### config.mk
export PLATFORM = sky130hd
export DESIGN_NAME = irq_source_sel
export DESIGN_NICKNAME = d
export VERILOG_FILES = /design/src/rtl/irqsel_pkg.sv /design/src/rtl/irqsel_ctrl.sv /design/src/rtl/irqsel_dp.sv /design/src/rtl/irq_source_sel.sv
export SDC_FILE = /design/constraint.sdc
export NUM_CORES = 1
export LEC_CHECK = 0
export BUFFER_PORTS_ARGS = -buffer_cell sky130_fd_sc_hd__buf_2
export CAP_MARGIN = 25
export CORE_MARGIN = 2
export CORE_UTILIZATION = 41
export CTS_CLUSTER_DIAMETER = 150
export CTS_CLUSTER_SIZE = 14
export DETAILED_ROUTE_END_ITERATION = 8
export PLACE_DENSITY = 0.8
export SETUP_SLACK_MARGIN = 0.4
export SLEW_MARGIN = 5
export SYNTH_ARGS = -nofsm -noshare
export SYNTH_HDL_FRONTEND = slang
export SYNTH_HIERARCHICAL = 1
export SYNTH_SLANG_ARGS = --single-unit
### constraint.sdc
create_clock -name clk -period 1.6 [get_ports clk]
set_clock_uncertainty 0.05 [all_clocks]
set_input_delay 0.08 -clock clk [delete_from_list [all_inputs] [get_ports clk]]
set_output_delay 0.08 -clock clk [all_outputs]
set_load 0.005 [all_outputs]
### src/rtl/irqsel_pkg.sv
package irqsel_pkg;
  typedef enum logic [1:0] {
    SRC_EXT = 2'd0,
    SRC_DMA = 2'd1,
    SRC_CNT = 2'd2,
    SRC_OFF = 2'd3
  } srcSel_e;

  typedef struct packed {
    logic clearPend;
    logic flushHist;
  } ctrlStrobe_t;
endpackage

### src/rtl/irqsel_ctrl.sv
module irqsel_ctrl
  import irqsel_pkg::*;
#(
  parameter int LVL_W = 4,
  localparam int WR_W = LVL_W + 5
) (
  input  logic             clk,
  input  logic             rstN,
  input  logic             wrEn,
  input  logic [WR_W-1:0]  wrData,
  output srcSel_e          srcSel,
  output logic             polRise,
  output logic             irqEn,
  output logic [LVL_W-1:0] level,
  output ctrlStrobe_t      strobe
);
  localparam int LVL_LO = 4;
  localparam int CLR_BIT = LVL_LO + LVL_W;

  srcSel_e newSrc;
  logic newPol;

  assign newSrc = srcSel_e'(wrData[1:0]);
  assign newPol = wrData[2];

  always_ff @(posedge clk) begin
    if (!rstN) begin
      srcSel  <= SRC_EXT;
      polRise <= 1'b0;
      irqEn   <= 1'b0;
      level   <= '0;
    end else if (wrEn) begin
      srcSel  <= newSrc;
      polRise <= newPol;
      irqEn   <= wrData[3];
      level   <= wrData[CLR_BIT-1:LVL_LO];
    end
  end

  always_comb begin
    strobe.clearPend = wrEn && wrData[CLR_BIT];
    strobe.flushHist = wrEn && ((newSrc != srcSel) || (newPol != polRise));
  end
endmodule

### src/rtl/irqsel_dp.sv
module irqsel_dp
  import irqsel_pkg::*;
#(
  parameter int NUM_LINES = 16,
  parameter int LVL_MIN = 2,
  parameter int LVL_MAX = 15,
  parameter int LVL_W = 4
) (
  input  logic                 clk,
  input  logic                 rstN,
  input  logic                 extIn,
  input  logic                 dmaTc,
  input  logic                 cntTc,
  input  srcSel_e              srcSel,
  input  logic                 polRise,
  input  logic                 irqEn,
  input  logic [LVL_W-1:0]     level,
  input  ctrlStrobe_t          strobe,
  output logic                 pending,
  output logic [NUM_LINES-1:0] irqReq
);
  logic syncA, syncB, extPrev;
  logic extHit, evtHit, lineActive;

  always_ff @(posedge clk) begin
    if (!rstN) begin
      syncA   <= 1'b0;
      syncB   <= 1'b0;
      extPrev <= 1'b0;
    end else begin
      syncA   <= extIn;
      syncB   <= syncA;
      extPrev <= strobe.flushHist ? syncA : syncB;
    end
  end

  assign extHit = polRise ? (syncB && !extPrev) : (!syncB && extPrev);

  always_comb begin
    unique case (srcSel)
      SRC_EXT: evtHit = extHit;
      SRC_DMA: evtHit = dmaTc;
      SRC_CNT: evtHit = cntTc;
      default: evtHit = 1'b0;
    endcase
  end

  always_ff @(posedge clk) begin
    if (!rstN)                pending <= 1'b0;
    else if (evtHit)          pending <= 1'b1;
    else if (strobe.clearPend) pending <= 1'b0;
  end

  assign lineActive = pending && irqEn;

  for (genvar i = 0; i < NUM_LINES; i++) begin : g_line
    if (i >= LVL_MIN && i <= LVL_MAX) begin : g_used
      assign irqReq[i] = lineActive && (level == LVL_W'(i));
    end else begin : g_unused
      assign irqReq[i] = 1'b0;
    end
  end
endmodule

### src/rtl/irq_source_sel.sv
module irq_source_sel
  import irqsel_pkg::*;
#(
  parameter int NUM_LINES = 16,
  parameter int LVL_MIN = 2,
  parameter int LVL_MAX = 15,
  localparam int LVL_W = $clog2(NUM_LINES),
  localparam int WR_W = LVL_W + 5
) (
  input  logic                 clk,
  input  logic                 rstN,
  input  logic                 extIn,
  input  logic                 dmaTc,
  input  logic                 cntTc,
  input  logic                 wrEn,
  input  logic [WR_W-1:0]      wrData,
  output logic [WR_W-1:0]      rdData,
  output logic [NUM_LINES-1:0] irqReq
);
  srcSel_e srcSel;
  logic polRise, irqEn, pending;
  logic [LVL_W-1:0] level;
  ctrlStrobe_t strobe;

  irqsel_ctrl #(.LVL_W(LVL_W)) u_ctrl (
    .clk(clk), .rstN(rstN), .wrEn(wrEn), .wrData(wrData),
    .srcSel(srcSel), .polRise(polRise), .irqEn(irqEn), .level(level),
    .strobe(strobe)
  );

  irqsel_dp #(
    .NUM_LINES(NUM_LINES), .LVL_MIN(LVL_MIN), .LVL_MAX(LVL_MAX), .LVL_W(LVL_W)
  ) u_dp (
    .clk(clk), .rstN(rstN), .extIn(extIn), .dmaTc(dmaTc), .cntTc(cntTc),
    .srcSel(srcSel), .polRise(polRise), .irqEn(irqEn), .level(level),
    .strobe(strobe), .pending(pending), .irqReq(irqReq)
  );

  assign rdData = {pending, level, irqEn, polRise, srcSel};
endmodule

==> results of run 1 <==
-- path summary, 6_finish.rpt --
check / startpoint / end / slack [ns] / depth (start not counted)
worst max-delay path: u_ctrl/level[0] / irqReq[2] / 0.14 / 3
worst min-delay path: wrData[7] / u_ctrl/level[3] / 0.009 / 3
worst max register to register: u_ctrl/srcSel[1] / u_dp/extPrev / 0.43 / 4
worst min register to register: u_dp/syncA / u_dp/syncB / 0.43 / 1
-- area by class of cell --
class | count | area [sq um] | share of cell area
Clock buffer | 4 | 36.28 | 0.03502
Sequential cell | 12 | 274.0 | 0.2645
Timing Repair Buffer | 49 | 281.5 | 0.2717
Tap cell | 16 | 20.02 | 0.01932
Multi-Input combinational cell | 57 | 420.4 | 0.4058
Inverter | 1 | 3.754 | 0.003623
-- power by group through the flow --
| stage | Sequential (mW) | Combinational, mW | Clock [mW] |
|---|---|---|---|
| 4_1_cts | 0.342 | 0.118 | 0.251 |
| 3_5_place_dp | 0.348 | 0.0977 | 0 |
| 3_3_place_gp | 0.347 | 0.0944 | 0 |
| 6_report | 0.337 | 0.136 | 0.240 |
| 2_1_floorplan | 0.345 | 0.0672 | 0 |
| 5_1_grt | 0.341 | 0.149 | 0.261 |
-- registers in the layout, indices dropped and copies added (netlist names) --
signal and cells:
u_ctrl/srcSel 2, u_dp/syncB 1, u_dp/extPrev 1, u_dp/syncA 1, u_ctrl/irqEn 1, u_ctrl/polRise 1, u_dp/pending 1, u_ctrl/level 4
-- worst reg2reg max path: cells and delay by family, from the launching register on --
family	cells	cell delay [ns]
xor+xnor	1	0.17
mux	1	0.14
simple gates	1	0.06
compound gates	1	0.30
flops	1	0.35
-- synth_stat cells --
cell | instances | area [sq um]
dfxtp_1 | 12 | 240.2
nor2_1 | 10 | 37.54
nor2b_1 | 10 | 62.56
mux2i_1 | 9 | 90.09
buf_4 | 5 | 37.54
and2_1 | 3 | 18.77
nand2b_1 | 3 | 18.77
nor4_1 | 3 | 18.77
xor2_1 | 3 | 26.28
a31oi_1 | 2 | 12.51
nand2_1 | 2 | 7.510
nand4b_1 | 2 | 17.52
nor3_1 | 2 | 10.01
a21oi_1 | 1 | 5.000
buf_6 | 1 | 11.26
conb_1 | 1 | 3.750
inv_1 | 1 | 3.750
nand3b_1 | 1 | 7.510
nand4_1 | 1 | 6.260
nor4b_2 | 1 | 15.01
o21ai_0 | 1 | 5.000
o31a_1 | 1 | 8.760
-- what timing repair did --
| action | in CTS | in global routing |
|---|---|---|
| resized for setup | 18 | 9 |
| pin swaps | 14 | 7 |
| hold buffers | 1 | 0 |
| hold endpoints to repair | 1 | 0 |
| endpoints found under the setup margin | 15 | 15 |
| cloned | 0 | 0 |
| setup buffers | 6 | 5 |
-- metal layers --
metal  vias up  part of all wire
met5         -                 0
met4         0             0.040
met3         9             0.085
met2        42              0.51
met1       320              0.37
li1        346                 -
-- kinds of logic after synthesis --
kind of cell | after synthesis | synth area share
and+or+nand+nor | 38 | 0.3315
muxes | 9 | 0.1356
other | 1 | 0.005644
buffers and inverters | 7 | 0.07910
xor gates and xnor gates | 3 | 0.03956
AOI/OAI and AO/OA | 5 | 0.04707
DFF | 12 | 0.3616
-- metrics by stage --
stage | hold WS, ns | instances | cell area (sq um) | util
finish | 0.008987 | 139 | 1036 | 0.6877
global route | 0.02746 | 139 | 1036 | 0.6877
CTS | 0.007407 | 134 | 970.9 | 0.6445
detailed placement | 0.2401 | 123 | 824.5 | 0.5473
global placement | 0.2390 | 123 | 824.5 | 0.5473
floorplan | 0.1517 | 76 | 668.1 | -
==> impl_metrics.py, run 1 <==
metrics = {
    "setup_path": {
        "critPathKind": "reg -> out",
        "path_cells": "nand4b_1, nor3_2, buf_2",
        "max_stage_delay_ns": 0.36,
        "critPathSlowestCell": "dfxtp_4",
        "path_delay_family": "simple AND/OR/NAND/NOR gates",
        "worst_setup_path_start_kind": "flip-flop",
        "crit_required_ns": 1.47,
        "cp_num_buf_inv": 1,
        "cp_data_arrival_time_ns": 1.33,
        "cp_max_fo": 4,
        "cp-end-kind": "output port",
    },
    "pwr": {
        "pwr-share-clk": 0.337,
        "p_int_uw": 528.8,
        "p_leak_nw": 0.5153,
        "total_power_uw": 713.6,
        "power_frac_seq": 0.472,
        "power.combinational.fraction": 0.191,
        "switchingPower_uw": 184.8,
        "switching_share": 0.2590,
        "power.density_mw_per_mm2": 688.8,
        "ir_drop_uv": 565.9,
    },
    "global_routing": {
        "grtUsageMet3": 0.04082,
        "busiest_layer": "met2",
        "antenna_found_initial": 0,
        "met1_usage": 0.1919,
        "met2_usage": 0.3353,
        "grt-ovfl-total": 0,
        "grt.total_usage": 0.1820,
        "grt_pass1_wl_mm": 2.566,
        "grt_max_degree": 13,
        "grt_pass1_vias": 599,
    },
    "cells_and_area": {
        "mostFrequentLayoutCells": "37 x buf_2, 10 x buf_4, 10 x nor2b_1, 10 x nor2_1",
        "area_growth_syn_to_layout_pct": 55.93,
        "nNetsFinal": 139,
        "final_common_cell": "buf_2",
        "diodes": 0,
        "fill_cells": 111,
        "drive_gt1_frac": 0.5610,
    },
    "floorplanning": {
        "die_y_microns": 44.26,
        "rows": 14,
        "die_area_sq_mm": 0.001959,
        "io_pins": 40,
        "fp.coreArea_sq_mm": 0.001506,
        "fp.dieW_microns": 44.26,
        "start_util": 0.4410,
    },
    "placement": {
        "dp_hpwl_mm": 1.116,
        "gp_congestion": 0.7171,
        "dpl_worst_slack_ns": 0.3621,
        "io_buffers": 37,
    },
    "clock_tree": {
        "clock_path_buffers": 2,
        "cts-root-buf": "clkbuf_4",
        "numCtsBuffers": 3,
        "cts_num_sinks": 12,
        "h-tree-depth": 1,
        "clk_pin_slew_ns": 0.07,
        "cts_tree": "built",
        "clk_latency_ns": 0.28,
    },
    "yosys": {
        "synth_cells": 75,
        "synth.distinct_cells": 22,
        "ys_seq_area_frac": 0.3616,
        "synth_area_sq_um": 664.4,
        "ys.warnings.count": 6,
        "syn_avg_cell_area_sq_um": 8.858,
        "ys_seq_elements": 12,
    },
    "sta": {
        "post-route-worst-setup-slack_ns": 0.1435,
        "timing.final.max_slew_violations": 0,
        "setup_tns_ns": 0,
        "final_hold_viol_count": 0,
        "setup_viol": 0,
        "fin_crit_ns": 1.457,
        "timing.final.crit_share": 0.9103,
        "rsz0062_at_grt": "true",
        "fmax_ghz": 0.6866,
    },
    "route": {
        "drt-total-wl_mm": 1.809,
        "num_vias": 717,
        "first_pass_iters": 4,
        "wire_per_inst_microns": 13.01,
        "viasPerCell": 5.158,
        "ant_nets": 0,
        "drc_errors": 0,
        "first_iter_violations": 16,
    },
    "job": {
        "drv_cap": 0,
    },
    "hold_path": {
        "hp-class": "in -> reg",
    },
    "status": {
        "status": "complete, no violations",
    },
}
Power figures use the tool's default switching activity.
==> run 2, diff against run 1 <==
--- a/config.mk
+++ b/config.mk
@@ -8,10 +8,12 @@
 export BUFFER_PORTS_ARGS = -buffer_cell sky130_fd_sc_hd__buf_2
 export CAP_MARGIN = 25
+export CELL_PAD_IN_SITES_DETAIL_PLACEMENT = 0
+export CELL_PAD_IN_SITES_GLOBAL_PLACEMENT = 1
 export CORE_MARGIN = 2
-export CORE_UTILIZATION = 41
+export CORE_UTILIZATION = 29
 export CTS_CLUSTER_DIAMETER = 150
 export CTS_CLUSTER_SIZE = 14
 export DETAILED_ROUTE_END_ITERATION = 8
-export PLACE_DENSITY = 0.8
+export PLACE_DENSITY = 0.81
 export SETUP_SLACK_MARGIN = 0.4
 export SLEW_MARGIN = 5
==> constraint.sdc (replaced) <==
create_clock -name clk -period 1.6 [get_ports clk]
set_clock_uncertainty 0.05 [all_clocks]
set_input_delay 0.24 -clock clk [delete_from_list [all_inputs] [get_ports clk]]
set_output_delay 0.24 -clock clk [all_outputs]
set_load 0.005 [all_outputs]
==> run 2 against run 1 <==
  * Global-route usage shrank 5.0 points
  * Maximum frequency shrank 2.4%
  * First-iteration DRC count shrank 44%
  * Register-to-register slack lost 0.02 ns
  * Utilization shrank 22 points
  * Setup slack lost 0.036 ns
  * Clock power is essentially flat
  * Largest cell class unchanged
  * Critical path depth is the same
  * Combinational power is essentially flat
  * Power shrank 1.2%
==> impl_metrics.py, run 2 (same netlist as run 1, synthesis figures left out) <==
metrics = {
    "status": {
        "status": "complete, no violations",
    },
    "cells_and_area": {
        "diodes": 0,
        "final_common_cell": "buf_2",
        "regMostFlops": "u_ctrl/level",
        "drive_gt1_frac": 0.5339,
        "final_core_util": 0.4643,
        "reg_top3": "u_ctrl/level (4), u_ctrl/srcSel (2)",
        "area_growth_syn_to_layout_pct": 53.11,
        "largest_reg_flops": 4,
        "mostFrequentLayoutCells": "36 x buf_2, 10 x nor2b_1, 10 x nor2_1, 9 x mux2i_1, 7 x dfxtp_4",
        "stdcell_count": 146,
        "nNetsFinal": 134,
    },
    "global_routing": {
        "met1_usage": 0.1360,
        "met2_usage": 0.2468,
        "grt_pass1_vias": 618,
        "busiest_layer": "met2",
        "antenna_found_initial": 0,
        "grt_max_degree": 13,
        "grt-ovfl-total": 0,
        "grt_pass1_wl_mm": 2.622,
        "grt.total_usage": 0.1321,
        "grtUsageMet3": 0.02874,
    },
    "floorplanning": {
        "die_area_sq_mm": 0.002690,
        "fp.coreArea_sq_mm": 0.002191,
        "rows": 17,
        "io_pins": 40,
        "die_y_microns": 51.87,
        "fp.dieW_microns": 51.87,
        "start_util": 0.3033,
    },
    "setup_path": {
        "cp_max_fo": 5,
        "rr_worst_depth": 4,
        "worst_setup_path_start_kind": "flip-flop",
        "r2r-end": "u_dp/extPrev",
        "max_stage_delay_ns": 0.36,
        "path_cells": "nand4b_1, nor3_1, buf_2",
        "r2r_start": "u_ctrl/srcSel[1]",
        "cp-end-kind": "output port",
        "r2r_slack_ns": 0.41,
        "crit_required_ns": 1.31,
        "critPathKind": "reg -> out",
        "cp_data_arrival_time_ns": 1.20,
        "critPathSlowestCell": "dfxtp_4",
    },
    "route": {
        "drc_errors": 0,
        "first_iter_violations": 9,
        "ant_nets": 0,
        "num_vias": 698,
        "viasPerCell": 4.781,
        "drt-total-wl_mm": 1.692,
        "first_pass_iters": 4,
        "wire_per_inst_microns": 11.59,
    },
    "hold_path": {
        "min-delay-start": "extIn",
        "holdPathStages": 2,
        "holdPathEnd": "u_dp/syncA",
        "hp-class": "in -> reg",
    },
    "pwr": {
        "power_frac_seq": 0.475,
        "ir_drop_uv": 396.7,
        "p_leak_nw": 0.4780,
        "switchingPower_uw": 180.6,
        "total_power_uw": 705.1,
        "switching_share": 0.2562,
        "p_int_uw": 524.5,
        "pwr-share-clk": 0.336,
        "power.density_mw_per_mm2": 693.1,
        "power.combinational.fraction": 0.189,
    },
    "sta": {
        "timing.final.crit_share": 0.9328,
        "fin_crit_ns": 1.492,
        "post-route-worst-setup-slack_ns": 0.1076,
        "timing.final.max_slew_violations": 0,
        "fmax_ghz": 0.6700,
        "final_hold_viol_count": 0,
        "setup_viol": 0,
        "rsz0062_at_grt": "true",
    },
    "placement": {
        "dpl_worst_slack_ns": 0.3371,
        "io_buffers": 37,
        "dp_hpwl_mm": 1.171,
        "gp_congestion": 0.6582,
        "dp.cells": 135,
    },
    "clock_tree": {
        "numCtsBuffers": 3,
        "clock_path_buffers": 2,
        "clk_pin_slew_ns": 0.07,
        "h-tree-depth": 1,
        "clk_latency_ns": 0.27,
        "cts-root-buf": "clkbuf_4",
        "holdBufCountCts": 0,
        "cts_num_sinks": 12,
        "cts_tree": "built",
    },
    "job": {
        "drv_cap": 0,
    },
}
==> run 2: cell count changes in the layout (fill, tap and decap cells not counted), sizes merged <==
cell / before / now
buf: 48 / 44
dlygate4sd3: 1 / 0
==> run 2: layout make-up <==
| cell class | count | area (sq um) |
|---|---|---|
| well taps | 28 | 35.03 |
| fillers | 241 | 1174 |
| multi-input cells | 57 | 425.4 |
| inverters | 1 | 3.754 |
| flip-flops and latches | 12 | 269.0 |
| clock buffers | 4 | 36.28 |
| repair buffers | 44 | 247.7 |
==> run 2: layer usage <==
metal | vias to the layer above | wire, microns
met5 | - | 0
met4 | 0 | 15
met3 | 2 | 164
met2 | 38 | 840
met1 | 318 | 671
li1 | 340 | -
==> run 2: through the flow <==
step                      instance area [sq um]   TNS (ns)  hold WS (ns)
after global placement                    839.6          0        0.3902
after CTS                                 963.4          0        0.1144
after global routing                       1017  -0.007701        0.1088
after floorplan                           668.1          0        0.3117
final                                      1017          0        0.1231
after detailed placement                  839.6          0        0.3983
==> run 2: worst max-delay path: cells and delay by family (launching register included) <==
kind / cells / cell delay (ns)
flops: 1 / 0.36
simple gates: 2 / 0.44
buf+inv: 1 / 0.14
==> run 2: power by group through the flow <==
stage	Sequential (mW)	Combinational (mW)	Clock [mW]
floorplan	0.345	0.0672	0
global placement	0.347	0.0959	0
detailed placement	0.349	0.0976	0
CTS	0.335	0.121	0.250
global route	0.339	0.146	0.263
finish	0.335	0.133	0.237
==> run 2: repair_timing <==
item / in CTS / in global routing
setup endpoints to repair: 16 / 17
pin swaps: 15 / 8
cloned: 0 / 0
gates resized for setup: 18 / 8
buffers inserted: 6 / 1
==> run 2: how the worst max path moves through the flow <==
stage | start | endpoint | slack, ns
3_3_place_gp | u_ctrl/level[0] | irqReq[3] | 0.36
4_1_cts | u_ctrl/level[0] | irqReq[2] | 0.1
5_1_grt | u_ctrl/level[0] | irqReq[2] | -0.008
6_report | u_ctrl/level[0] | irqReq[2] | 0.11
3_5_place_dp | u_ctrl/level[1] | irqReq[2] | 0.34
2_1_floorplan | u_ctrl/srcSel[0] | u_dp/extPrev | 0.44
